**config.mk**
```make
export PLATFORM = sky130hd
export DESIGN_NAME = trng_ctrl_core
export DESIGN_NICKNAME = d
export VERILOG_FILES = /design/src/rtl/trng_pkg.sv /design/src/rtl/trng_prng.sv /design/src/rtl/trng_seq.sv /design/src/rtl/trng_outbuf.sv /design/src/rtl/trng_ctrl_core.sv
export SDC_FILE = /design/constraint.sdc
export NUM_CORES = 2
export LEC_CHECK = 0
export ABC_CLOCK_PERIOD_IN_PS = 3000
export BUFFER_PORTS_ARGS = -buffer_cell sky130_fd_sc_hd__buf_2
export CAP_MARGIN = 10
export CORE_UTILIZATION = 57
export DETAILED_ROUTE_END_ITERATION = 12
export PLACE_DENSITY = 0.74
export RECOVER_POWER = 50
export SLEW_MARGIN = 20
export SYNTH_ARGS = -nofsm -noshare
export SYNTH_HDL_FRONTEND = slang
export SYNTH_HIERARCHICAL = 1
export SYNTH_SLANG_ARGS = --single-unit
```
**constraint.sdc**
```tcl
create_clock -name clk -period 3 [get_ports clk]
set_input_delay 0.15 -clock clk [delete_from_list [all_inputs] [get_ports clk]]
set_output_delay 0.15 -clock clk [all_outputs]
set_load 0.01 [all_outputs]
```
**src/rtl/trng_pkg.sv**
```systemverilog
// Shared offsets, bit positions and types for the random number controller.
// Assumes byte addressing with 32-bit aligned registers.
package trng_pkg;
    localparam int ADDR_W = 8;
    localparam int DATA_W = 32;
    localparam int STATE_W = 64;

    localparam logic [ADDR_W-1:0] OFF_CMD   = 8'h00;
    localparam logic [ADDR_W-1:0] OFF_STAT  = 8'h04;
    localparam logic [ADDR_W-1:0] OFF_MODE  = 8'h08;
    localparam logic [ADDR_W-1:0] OFF_IEN   = 8'h10;
    localparam logic [ADDR_W-1:0] OFF_FLAG  = 8'h14;
    localparam logic [ADDR_W-1:0] OFF_LIMIT = 8'h60;
    localparam logic [ADDR_W-1:0] OFF_VER   = 8'hF0;

    localparam int ST_SEEDED  = 9;
    localparam int ST_GEN     = 30;
    localparam int ST_RESEED  = 31;
    localparam int MODE_FULL  = 3;
    localparam int IE_GLOBAL  = 31;
    localparam int IE_SEED    = 1;
    localparam int IE_READY   = 0;
    localparam int FL_READY   = 0;
    localparam int FL_SEED    = 1;

    localparam logic [DATA_W-1:0] VERSION_WORD = 32'h0000_46BC;

    typedef enum logic [1:0] {
        PH_IDLE = 2'd0,
        PH_SEED = 2'd1,
        PH_GEN  = 2'd2
    } phase_e;

    localparam logic [1:0] CMD_NOP  = 2'd0;
    localparam logic [1:0] CMD_RAND = 2'd1;
    localparam logic [1:0] CMD_SEED = 2'd2;
endpackage

```
**src/rtl/trng_prng.sv**
```systemverilog
// Deterministic stand-in for the entropy source: a 64-bit xorshift state.
// 'stir' mixes in a constant (seed phase), 'step' advances it (generation).
// Assumes OUT_W <= 64.
module trng_prng
    import trng_pkg::*;
#(
    parameter int                 OUT_W      = 56,
    parameter logic [STATE_W-1:0] SEED_VALUE = 64'h1234_5678_9ABC_DEF1,
    parameter logic [STATE_W-1:0] STIR_CONST = 64'h9E37_79B9_7F4A_7C15
) (
    input  logic             clk,
    input  logic             rst_n,
    input  logic             stir,
    input  logic             step,
    output logic [OUT_W-1:0] sample_o
);
    logic [STATE_W-1:0] state_q;
    logic [STATE_W-1:0] stirred;

    function automatic logic [STATE_W-1:0] xorshift(input logic [STATE_W-1:0] x);
        logic [STATE_W-1:0] y;
        y = x ^ (x << 13);
        y = y ^ (y >> 7);
        y = y ^ (y << 17);
        return y;
    endfunction

    // Stirred value, kept away from the all-zero lock-up state.
    always_comb begin
        stirred = xorshift(state_q) ^ STIR_CONST;
        if (stirred == '0) stirred = STIR_CONST;
    end

    // State register: reset to the seed value, stir or step on request.
    always_ff @(posedge clk) begin
        if (!rst_n)    state_q <= SEED_VALUE;
        else if (stir) state_q <= stirred;
        else if (step) state_q <= xorshift(state_q);
    end

    assign sample_o = state_q[OUT_W-1:0];
endmodule

```
**src/rtl/trng_seq.sv**
```systemverilog
// Phase sequencer: self-seed after reset, command-driven seed and generate,
// round timing, and the 16-byte unit counter that forces automatic reseeds.
// Assumes commands arrive as single-cycle strobes.
module trng_seq
    import trng_pkg::*;
#(
    parameter int ROUND_CYCLES   = 1024,
    parameter int SEED_CYCLES    = 1024,
    parameter int BITS_PER_ROUND = 56,
    parameter int OUT_BITS       = 256,
    parameter int LIMIT_W        = 16
) (
    input  logic               clk,
    input  logic               rst_n,
    input  logic               cmd_wr,
    input  logic [1:0]         cmd_code,
    input  logic               mode_full,
    input  logic [LIMIT_W-1:0] limit,
    input  logic               limit_wr,
    output phase_e             phase_o,
    output logic               seeded_o,
    output logic               round_tick_o,
    output logic               gen_done_o,
    output logic               seed_done_o,
    output logic               auto_hit_o,
    output logic               gen_full_o
);
    localparam int MAX_CYC     = (ROUND_CYCLES > SEED_CYCLES) ? ROUND_CYCLES : SEED_CYCLES;
    localparam int CNT_W       = $clog2(MAX_CYC + 1);
    localparam int ROUNDS_FULL = (OUT_BITS + BITS_PER_ROUND - 1) / BITS_PER_ROUND;
    localparam int ROUNDS_HALF = (OUT_BITS / 2 + BITS_PER_ROUND - 1) / BITS_PER_ROUND;
    localparam int RND_W       = $clog2(ROUNDS_FULL + 1);

    phase_e             phase_q;
    logic [CNT_W-1:0]   cyc_q;
    logic [RND_W-1:0]   rnd_q;
    logic               seeded_q;
    logic               full_q;
    logic [LIMIT_W-1:0] units_q;
    logic [LIMIT_W:0]   units_sum;
    logic [RND_W-1:0]   last_rnd;
    logic               seed_last;
    logic               round_last;
    logic               start_gen;
    logic               start_seed;

    // Command acceptance: only in the idle phase.
    assign start_gen  = cmd_wr && (phase_q == PH_IDLE) && (cmd_code == CMD_RAND);
    assign start_seed = cmd_wr && (phase_q == PH_IDLE) && (cmd_code == CMD_SEED);

    // End-of-phase detection for seed and each generation round.
    assign seed_last  = (phase_q == PH_SEED) && (cyc_q == CNT_W'(SEED_CYCLES - 1));
    assign round_last = (phase_q == PH_GEN)  && (cyc_q == CNT_W'(ROUND_CYCLES - 1));
    assign last_rnd   = full_q ? RND_W'(ROUNDS_FULL - 1) : RND_W'(ROUNDS_HALF - 1);

    // Running unit count including the request that is finishing now.
    assign units_sum  = {1'b0, units_q} + (full_q ? (LIMIT_W+1)'(2) : (LIMIT_W+1)'(1));
    assign auto_hit_o = (limit != '0) && (units_sum >= {1'b0, limit});

    // Phase, cycle and round counters.
    always_ff @(posedge clk) begin
        if (!rst_n) begin
            phase_q  <= PH_SEED;
            cyc_q    <= '0;
            rnd_q    <= '0;
            seeded_q <= 1'b0;
            full_q   <= 1'b0;
        end else begin
            unique case (phase_q)
                PH_IDLE: begin
                    cyc_q <= '0;
                    rnd_q <= '0;
                    if (start_gen) begin
                        phase_q <= PH_GEN;
                        full_q  <= mode_full;
                    end else if (start_seed) begin
                        phase_q <= PH_SEED;
                    end
                end
                PH_SEED: begin
                    if (seed_last) begin
                        phase_q  <= PH_IDLE;
                        seeded_q <= 1'b1;
                        cyc_q    <= '0;
                    end else begin
                        cyc_q <= cyc_q + 1'b1;
                    end
                end
                PH_GEN: begin
                    if (round_last) begin
                        cyc_q <= '0;
                        if (rnd_q == last_rnd) begin
                            phase_q <= auto_hit_o ? PH_SEED : PH_IDLE;
                            rnd_q   <= '0;
                        end else begin
                            rnd_q <= rnd_q + 1'b1;
                        end
                    end else begin
                        cyc_q <= cyc_q + 1'b1;
                    end
                end
                default: phase_q <= PH_IDLE;
            endcase
        end
    end

    // Unit counter: cleared on a limit write or when it forces a reseed.
    always_ff @(posedge clk) begin
        if (!rst_n)          units_q <= '0;
        else if (limit_wr)   units_q <= '0;
        else if (gen_done_o) units_q <= auto_hit_o ? '0 : units_sum[LIMIT_W-1:0];
    end

    assign phase_o      = phase_q;
    assign seeded_o     = seeded_q;
    assign round_tick_o = round_last;
    assign gen_done_o   = round_last && (rnd_q == last_rnd);
    assign seed_done_o  = seed_last;
    assign gen_full_o   = full_q;
endmodule

```
**src/rtl/trng_outbuf.sv**
```systemverilog
// Collects generator samples round by round and publishes them as data
// words at the end of a request; upper half masked in the short mode.
// Assumes OUT_BITS is a multiple of 2*WORD_W.
module trng_outbuf #(
    parameter int OUT_BITS       = 256,
    parameter int BITS_PER_ROUND = 56,
    parameter int WORD_W         = 32
) (
    input  logic                      clk,
    input  logic                      rst_n,
    input  logic                      round_tick,
    input  logic                      gen_done,
    input  logic                      gen_full,
    input  logic [BITS_PER_ROUND-1:0] sample,
    output logic [OUT_BITS-1:0]       words_o
);
    localparam int NWORDS = OUT_BITS / WORD_W;
    localparam int HALF   = NWORDS / 2;

    logic [OUT_BITS-1:0] acc_q;
    logic [OUT_BITS-1:0] acc_next;
    logic [OUT_BITS-1:0] data_q;
    logic                full_q;

    // Next accumulator value: shift in one round of samples.
    assign acc_next = {acc_q[OUT_BITS-BITS_PER_ROUND-1:0], sample};

    // Accumulator and published data registers.
    always_ff @(posedge clk) begin
        if (!rst_n) begin
            acc_q  <= '0;
            data_q <= '0;
            full_q <= 1'b0;
        end else begin
            if (round_tick) acc_q <= acc_next;
            if (gen_done) begin
                data_q <= acc_next;
                full_q <= gen_full;
            end
        end
    end

    // Word view: lower half always visible, upper half only for full size.
    for (genvar i = 0; i < NWORDS; i++) begin : g_word
        if (i < HALF) begin : g_low
            assign words_o[i*WORD_W +: WORD_W] = data_q[i*WORD_W +: WORD_W];
        end else begin : g_high
            assign words_o[i*WORD_W +: WORD_W] = full_q ? data_q[i*WORD_W +: WORD_W] : '0;
        end
    end
endmodule

```
**src/rtl/trng_ctrl_core.sv**
```systemverilog
// Register front end of the random number controller: decodes bus writes
// into commands and settings, keeps the write-one-to-clear flags, drives
// the level interrupt and returns registered read data.
// Assumes one access per strobe and aligned 32-bit offsets.
module trng_ctrl_core
    import trng_pkg::*;
#(
    parameter int                 ROUND_CYCLES   = 1024,
    parameter int                 SEED_CYCLES    = 1024,
    parameter int                 BITS_PER_ROUND = 56,
    parameter int                 OUT_BITS       = 256,
    parameter int                 LIMIT_W        = 16,
    parameter logic [STATE_W-1:0] SEED_VALUE     = 64'h1234_5678_9ABC_DEF1
) (
    input  logic              clk,
    input  logic              rst_n,
    input  logic [ADDR_W-1:0] bus_addr,
    input  logic              bus_wr,
    input  logic              bus_rd,
    input  logic [DATA_W-1:0] bus_wdata,
    output logic [DATA_W-1:0] bus_rdata,
    output logic              irq
);
    localparam int NWORDS = OUT_BITS / DATA_W;
    localparam int WSEL_W = $clog2(NWORDS);
    localparam logic [ADDR_W-1:0] OFF_DATA_LO = 8'h20;
    localparam logic [ADDR_W-1:0] OFF_DATA_HI = OFF_DATA_LO + ADDR_W'(4 * (NWORDS - 1));

    phase_e                    phase;
    logic                      seeded;
    logic                      round_tick;
    logic                      gen_done;
    logic                      seed_done;
    logic                      auto_hit;
    logic                      gen_full;
    logic [BITS_PER_ROUND-1:0] sample;
    logic [OUT_BITS-1:0]       words;

    logic [DATA_W-1:0]  ie_q;
    logic               mode_full_q;
    logic [LIMIT_W-1:0] limit_q;
    logic [1:0]         flag_q;
    logic [DATA_W-1:0]  rdata_q;
    logic [DATA_W-1:0]  rd_mux;
    logic [DATA_W-1:0]  stat_word;
    logic               wr_cmd, wr_mode, wr_ie, wr_flag, wr_limit;
    logic [WSEL_W-1:0]  wsel;

    // Write decode.
    assign wr_cmd   = bus_wr && (bus_addr == OFF_CMD);
    assign wr_mode  = bus_wr && (bus_addr == OFF_MODE);
    assign wr_ie    = bus_wr && (bus_addr == OFF_IEN);
    assign wr_flag  = bus_wr && (bus_addr == OFF_FLAG);
    assign wr_limit = bus_wr && (bus_addr == OFF_LIMIT);

    trng_seq #(
        .ROUND_CYCLES  (ROUND_CYCLES),
        .SEED_CYCLES   (SEED_CYCLES),
        .BITS_PER_ROUND(BITS_PER_ROUND),
        .OUT_BITS      (OUT_BITS),
        .LIMIT_W       (LIMIT_W)
    ) u_seq (
        .clk         (clk),
        .rst_n       (rst_n),
        .cmd_wr      (wr_cmd),
        .cmd_code    (bus_wdata[1:0]),
        .mode_full   (mode_full_q),
        .limit       (limit_q),
        .limit_wr    (wr_limit),
        .phase_o     (phase),
        .seeded_o    (seeded),
        .round_tick_o(round_tick),
        .gen_done_o  (gen_done),
        .seed_done_o (seed_done),
        .auto_hit_o  (auto_hit),
        .gen_full_o  (gen_full)
    );

    trng_prng #(
        .OUT_W     (BITS_PER_ROUND),
        .SEED_VALUE(SEED_VALUE)
    ) u_prng (
        .clk     (clk),
        .rst_n   (rst_n),
        .stir    (phase == PH_SEED),
        .step    (phase == PH_GEN),
        .sample_o(sample)
    );

    trng_outbuf #(
        .OUT_BITS      (OUT_BITS),
        .BITS_PER_ROUND(BITS_PER_ROUND),
        .WORD_W        (DATA_W)
    ) u_outbuf (
        .clk       (clk),
        .rst_n     (rst_n),
        .round_tick(round_tick),
        .gen_done  (gen_done),
        .gen_full  (gen_full),
        .sample    (sample),
        .words_o   (words)
    );

    // Software settings: interrupt enables, output size, reseed limit.
    always_ff @(posedge clk) begin
        if (!rst_n) begin
            ie_q        <= '0;
            mode_full_q <= 1'b0;
            limit_q     <= '0;
        end else begin
            if (wr_ie)    ie_q        <= bus_wdata;
            if (wr_mode)  mode_full_q <= bus_wdata[MODE_FULL];
            if (wr_limit) limit_q     <= bus_wdata[LIMIT_W-1:0];
        end
    end

    // Sticky flags: set by completions, cleared by writing ones.
    always_ff @(posedge clk) begin
        if (!rst_n) begin
            flag_q <= '0;
        end else begin
            flag_q[FL_READY] <= gen_done  | (flag_q[FL_READY] & ~(wr_flag & bus_wdata[FL_READY]));
            flag_q[FL_SEED]  <= seed_done | (flag_q[FL_SEED]  & ~(wr_flag & bus_wdata[FL_SEED]));
        end
    end

    // Status word assembly.
    always_comb begin
        stat_word            = '0;
        stat_word[ST_SEEDED] = seeded;
        stat_word[ST_GEN]    = (phase == PH_GEN);
        stat_word[ST_RESEED] = (phase == PH_SEED);
    end

    assign wsel = bus_addr[WSEL_W+1:2];

    // Read multiplexer.
    always_comb begin
        rd_mux = '0;
        unique case (bus_addr)
            OFF_STAT:  rd_mux = stat_word;
            OFF_MODE:  rd_mux[MODE_FULL] = mode_full_q;
            OFF_IEN:   rd_mux = ie_q;
            OFF_FLAG:  rd_mux[1:0] = flag_q;
            OFF_LIMIT: rd_mux[LIMIT_W-1:0] = limit_q;
            OFF_VER:   rd_mux = VERSION_WORD;
            default: begin
                if (bus_addr >= OFF_DATA_LO && bus_addr <= OFF_DATA_HI && bus_addr[1:0] == 2'b00)
                    rd_mux = words[wsel*DATA_W +: DATA_W];
            end
        endcase
    end

    // Registered read data, held between reads.
    always_ff @(posedge clk) begin
        if (!rst_n)      rdata_q <= '0;
        else if (bus_rd) rdata_q <= rd_mux;
    end

    assign bus_rdata = rdata_q;
    assign irq = ie_q[IE_GLOBAL] &
                 ((ie_q[IE_READY] & flag_q[FL_READY]) | (ie_q[IE_SEED] & flag_q[FL_SEED]));
endmodule

```
Word-level counts from Yosys, hierarchy flattened
Index checks and enable logic that the tools add are counted.

operators by class
  bitwise operators = 17
  divide/modulo/power cells = 0
  reduce and logical (&&, ||, !) cells = 32
  $mul = 0
  shift operators = 1
  magnitude comparators = 3
  eq/ne operators = 16
  add/subtract/negate cells = 3
  multiplexer cells = 29

operators with widths
  operator                                               count
  indexed part select 256 x 9 -> 32 bit                  1
  2-to-1 mux 64 bit                                      3
  2-to-1 mux 32 bit                                      5
  bitwise XOR 64 bit                                     2
  logical NOT 64 bit                                     1
  bitwise XOR 64 x 57 -> 64 bit                          1
  one-hot mux 12 bit (5 select lines)                    1
  one-hot mux 16 bit (3 select lines)                    1
  NOT 38 bit                                             1
  one-hot mux 11 bit (3 select lines)                    1
  2-to-1 mux 11 bit                                      2
  adder 16 x 17 -> 17 bit                                1
  greater-or-equal comparator 17 x 16 -> 1 bit           1
  equality test 8 x 5 -> 1 bit, second input constant    2
  2-to-1 mux 16 bit                                      1
  nonzero test 16 bit                                    1
  logical AND 1 bit                                      14
  2-to-1 mux 2 bit                                       6
  adder 11 x 1 -> 11 bit, second input constant          1
  equality test 11 x 10 -> 1 bit, second input constant  1
  2-to-1 mux 3 bit                                       3
  equality test 8 x 3 -> 1 bit, second input constant    1
  equality test 8 x 4 -> 1 bit, second input constant    1
  equality test 8 x 7 -> 1 bit, second input constant    1
  other kinds (27)                                       48

storage, ports and cells
  memory bits (writable) = 0
  memories = 0
  bits in latches = 0
  input bits = 44
  logic and storage cells = 116
  register bits after elaboration = 638
  bits in read-only memories = 0
  output and inout bits = 33

Logic depth before layout (Yosys ltp)
  depth after elaboration = 8
  gate-level depth with buffers = 17
  depth with buffers taken out = 15

Hierarchy
Netlist, hierarchy kept.

modules (own cells, without submodules)
  module          cells an instance  seq. area each (um2)  times used  area an instance (um2)
  trng_outbuf     1743               9148.8                1           19363.6
  trng_ctrl_core  506                1661.6                1           5263.8
  trng_prng       604                1281.2                1           5246.3
  trng_seq        307                680.7                 1           2471.1

Worst setup path after synthesis
No wires, ideal clock.

  path type = register to register
  start = register u_seq.full_q, in the netlist u_seq/gen_full_o
  end = register u_seq.units_q[11]
  path buffers = 2
  period minus slack after synthesis = 3.262 ns
  slack = -0.262 ns
  cell stages (with the launch flop) = 17
  arrival time = 3.144 ns
  data required time = 2.883 ns
  library setup time = 0.117 ns
  cell sequence = dfxtp_1 inv_1 ha_1 fa_1 and3_1 clkbuf_1 nand2_1 nor2_1 xnor2_1 inv_1 ha_1 nand4_1 or2_2 o2111a_1 buf_2 o211ai_1 nand2_1

between the ends
  longest elaborated chain between the ends = 5
  elaborated cells between the ends (all ways) = 8
  classes of those cells = 1 x add/sub; 1 x order compare; 1 x eq/ne; 3 x mux; 2 x reduce/logical

RTL lines
  what                                          line             text
  start: declaration                            trng_seq.sv:38   logic full_q;
  start signal: assignment                      trng_seq.sv:75   full_q <= mode_full;
  2-to-1 mux 2 bit                              trng_seq.sv:57   assign units_sum = {1'b0, units_q} + (full_q ? (LIMIT_W+1)'(2) : (LIMIT_W+1)'(1));
  adder 16 x 17 -> 17 bit                       trng_seq.sv:57
  greater-or-equal comparator 17 x 16 -> 1 bit  trng_seq.sv:58   assign auto_hit_o = (limit != '0) && (units_sum >= {1'b0, limit});
  logical AND 1 bit                             trng_seq.sv:58
  2-to-1 mux 16 bit                             trng_seq.sv:111  else if (gen_done_o) units_q <= auto_hit_o ? '0 : units_sum[LIMIT_W-1:0];
  end signal: assignment                        trng_seq.sv:111
  end: declaration                              trng_seq.sv:39   logic [LIMIT_W-1:0] units_q;

Parallel ways exist; a longest one is shown, timed or not.
A chain may end at the register's enable or synchronous reset.

Worst setup path after layout
  start = register u_seq.full_q, in the netlist u_seq/gen_full_o
  end = register u_seq.phase_q[0], in the netlist u_seq/phase_o[0]

between the ends
  longest elaborated chain between the ends = 8
  elaborated cells between the ends (all ways) = 12
  classes of those cells = 1 x add/sub; 1 x order compare; 2 x eq/ne; 6 x mux; 2 x reduce/logical

RTL lines
  what                                          line            text
  2-to-1 mux 2 bit                              trng_seq.sv:57
  adder 16 x 17 -> 17 bit                       trng_seq.sv:57
  greater-or-equal comparator 17 x 16 -> 1 bit  trng_seq.sv:58
  logical AND 1 bit                             trng_seq.sv:58
  2-to-1 mux 1 bit                              trng_seq.sv:93  phase_q <= auto_hit_o ? PH_SEED : PH_IDLE;
  2-to-1 mux 2 bit                              trng_seq.sv:92  if (rnd_q == last_rnd) begin
  2-to-1 mux 2 bit                              trng_seq.sv:90  if (round_last) begin
  one-hot mux 2 bit (3 select lines)            trng_seq.sv:69  unique case (phase_q)
  end signal: assignment                        trng_seq.sv:93
  end: declaration                              trng_seq.sv:34  phase_e phase_q;

Parallel ways exist; a longest one is shown, timed or not. The select of a mux whose other input is x is not followed.

==> reports/metrics.csv <==
stage,metric,value,unit
outcome,status,"finished, violations left",
outcome,failing checks,setup timing,
synthesis,synthesis-stage register bit count,638,
power_and_ir_drop,Max IR drop VDD,502.3,uV
floorplan,Site Rows,86,
sta,RSZ-0062 raised after global routing,true,
synthesis,post-synth cell types,85,
finish,Total Nets Final,3202,
placed_design,Buffers on Ports,76,
synthesis,Main synth FF type,dfxtp_1,
setup_path,crit end category,register,
sta,Final Hold Vio Count,0,
power_and_ir_drop,Leak,11.82,nW
synthesis,Post-synth ARST share,0,%
detailed_routing,drt wl/cell,20.20,um
setup_path,CP max stage delay,0.38,ns
synthesis,largest area contributor in the netlist,dfxtp_1,
finish,filler cell count,4517,
grt,GRT overflow,0,
synthesis,Post-Syn Area,32340,um^2
placed_design,GPL Wtd Cong,0.9602,
sta,max frequency,331.7,MHz
synthesis,post-synth net total,3229,
setup_path,crit-path most repeated cell,a31oi_1,
finish,cell area after layout,35090,um^2
grt,gr usage total,27.44,%
detailed_routing,DRT Pass-1 Iters,7,
placed_design,detailed placement HPWL,54980,um
grt,first-pass GRT wire length,123600,um
sta,Max Slew Vio Count,0,
setup_path,slowest CP cell,dfxtp_4,
power_and_ir_drop,Switching Power,9.603,mW
placed_design,total placed instance area,32500,um^2
synthesis,Post-Synthesis Cells,3160,
sta,fin crit period,3.015,ns
power_and_ir_drop,Power Density,811.1,nW/um^2
floorplan,initial core utilization,58.14,%
sta,final setup violation count,1,
sta,worst relative slew slack,7.886,%
detailed_routing,routed vias,22200,
power_and_ir_drop,clock group share of total power,29.4,%
detailed_routing,drt via density,5.652,
setup_path,WP data required,3.48,ns
detailed_routing,DR iter-0 viols,1643,
sta,Layout Skew,0.03051,ns
synthesis,largest cells by area after synthesis,"dfxtp_1, mux2i_1, nor2b_1, mux4_2, buf_4",
sta,"Period Utilization, post-route",100.5,%
finish,layout cell share with drive strength beyond 1,14.54,%
synthesis,Synth Warn #,6,
clock_network,CTS tree,built,
setup_path,CP Max Fanout,6,
floorplan,core area,55630,um^2
grt,pin count of the biggest net entering global routing,234,
synthesis,syn_area_per_cell,10.24,um^2
synthesis,sequential element share of the synthesized area,39.49,%
clock_network,Bufs on Longest Clock Path,3,
floorplan,Die Ht,240.2,um
power_and_ir_drop,Flop pwr share,33.2,%
setup_path,WS Path Type,reg -> reg,
synthesis,Post-synth EDFFs,0,
grt,vias in the first global route,21890,
finish,Synth-to-Final Area Change,8.479,%
floorplan,area of the die,57700,um^2
run,Max Cap Violations,0,
hold_path,Hold Crit Class,in -> reg,
setup_path,CP bufs+invs,2,
setup_path,Startpoint Class,register,
synthesis,Yosys top cell area share,39.49,%
clock_network,worst-skew pair later-pin latency,0.62,ns
detailed_routing,Final ANT Viol Nets,0,
floorplan,Die W,240.2,um
power_and_ir_drop,Logic pwr share,37.4,%
power_and_ir_drop,sw frac,33.74,%
setup_path,critical path cell sequence,inv_4 > ha_4 > fa_2 > and3_4 > nand4_1 > xnor2_1 > ha_1 > nand3_1 > nor4_2 > a211oi_1 > o2111ai_2 > buf_4 > a31oi_1 > a31oi_1,
clock_network,Worst-path clk slew,0.06,ns
clock_network,CTS H-tree depth,3,
grt,initial antenna violation count,3,
sta,setup TNS,-0.01466,ns
setup_path,r2r setup slk,-0.01,ns
detailed_routing,WL final,79330,um
setup_path,Worst EP arrival,3.50,ns
power_and_ir_drop,internal power,18.86,mW
clock_network,Root Buffer,clkbuf_16,
sta,Worst Max-Slew Pin Slew,1.382,ns
detailed_routing,post-route DRC violation count,0,
floorplan,Ports,77,
clock_network,clock sink count,638,
sta,final worst slack,-0.01466,ns
setup_path,"CP delay by family, top",adder cells,
clock_network,Num CTS Buffers,68,
==> path summary, 6_finish.rpt <==
kind	depth (start not counted)	from	end
min reg2reg	2	ie_q[28]	ie_q[28]
max	14	u_seq/gen_full_o	u_seq/phase_o[0]
min	2	bus_rd	bus_rdata[1]
max reg2reg	14	u_seq/gen_full_o	u_seq/phase_o[0]
==> logic make-up after synthesis <==
family	synth area share, %
xor+xnor	6.058
flops	39.49
fa+ha+maj	0.9903
mux	19.82
buf+inv	9.303
compound gates	6.654
simple gates	17.69
==> final cells by class <==
class / instances / area [um^2] / area share, %
Multi-Input combinational cell: 2089 / 16770 / 47.81
Sequential cell: 638 / 12780 / 36.43
Timing Repair Buffer: 308 / 2261 / 6.444
Clock buffer: 97 / 2013 / 5.738
Tap cell: 748 / 935.9 / 2.667
Clock inverter: 18 / 207.7 / 0.5919
Inverter: 28 / 110.1 / 0.3138
Antenna cell: 1 / 2.502 / 0.007132
==> power groups by stage <==
stage          clock (mW)  combinational, mW  sequential (mW)
2_1_floorplan           0               7.31             9.47
3_3_place_gp            0               10.3             9.60
3_5_place_dp            0               10.3             9.61
4_1_cts              8.52               10.4             9.42
5_1_grt              8.88               11.4             9.48
6_report             8.36               10.7             9.45
==> registers in the layout (all words and copies together), names as in the netlist, 3 cells and up <==
register / flops
u_outbuf/data_q: 256
limit_q: 16
u_seq/units_q: 16
u_prng/state_q: 64
ie_q: 32
bus_rdata: 32
u_seq/rnd_q: 3
u_seq/cyc_q: 11
u_outbuf/acc_q: 200
==> worst register-to-register path: stages, from the launching register on <==
cell and delay [ns]:
dfxtp_4 0.38, inv_4 0.04, ha_4 0.16, fa_2 0.34, and3_4 0.23, nand4_1 0.12
xnor2_1 0.17, ha_1 0.29, nand3_1 0.14, nor4_2 0.07, a211oi_1 0.32, o2111ai_2 0.20
buf_4 0.18, a31oi_1 0.16, a31oi_1 0.10
==> placed cells by master, fill, tap and decap left out, types with 34 or more instances in the layout <==
master	count
a21boi_0	56
nor2_1	62
mux4_2	64
nand2_1	126
buf_2	39
nand3_1	59
clkbuf_1	54
nor2b_1	471
buf_4	164
xor2_1	72
dlygate4sd3_1	34
clkbuf_16	70
mux2i_1	492
o21ai_0	53
dfxtp_1	632
and2_1	129
xnor2_1	133
==> metal layers <==
| layer | global-route usage (%) | up-vias | part of all wire [%] |
|---|---|---|---|
| met4 | 8.956 | 0 | 2.3 |
| met5 | 0 | - | 0 |
| met3 | 4.018 | 113 | 5.5 |
| met2 | 45.71 | 580 | 47 |
| met1 | 36.41 | 10940 | 45 |
| li1 | - | 10570 | - |
==> synthesized netlist by cell type (all sizes together) (9+ instances only) <==
cell type	count
dfxtp	638
mux2i	492
nor2b	473
buf	283
and2	145
xnor2	141
nand2	128
clkbuf	122
xor2	74
mux4	64
nor2	64
nand3	61
o21ai	60
a21boi	58
a21oi	34
inv	27
and3	25
ha	24
a22oi	22
a211oi	21
a211o	19
nand4	18
a31oi	15
a221o	14
or3	13
nor4	12
o211ai	10
o21a	9
==> through the flow <==
stage          utilization, %  instances  hold WS, ns  setup slack [ns]  total power, mW
2_1_floorplan               -       3160       0.2848         -0.005907            16.78
3_3_place_gp            58.40       3767       0.4050          -0.07579            19.85
3_5_place_dp            58.42       3768       0.4143           -0.1825            19.91
4_1_cts                 63.27       3923      0.02228          0.003606            28.37
5_1_grt                 63.07       3927      0.08002           -0.1554            29.73
6_report                63.07       3927      0.06176          -0.01466            28.46
==> repair_timing <==
item                                    4_1_cts  5_1_grt
resized for setup                            21       20
hold buffers                                 34        0
pin swaps                                    17       13
gates cloned                                  0        0
endpoints found under the hold margin        53        0
buffers inserted                              6        3
endpoints found under the setup margin       17       33
(Power assumes the default switching activity.)
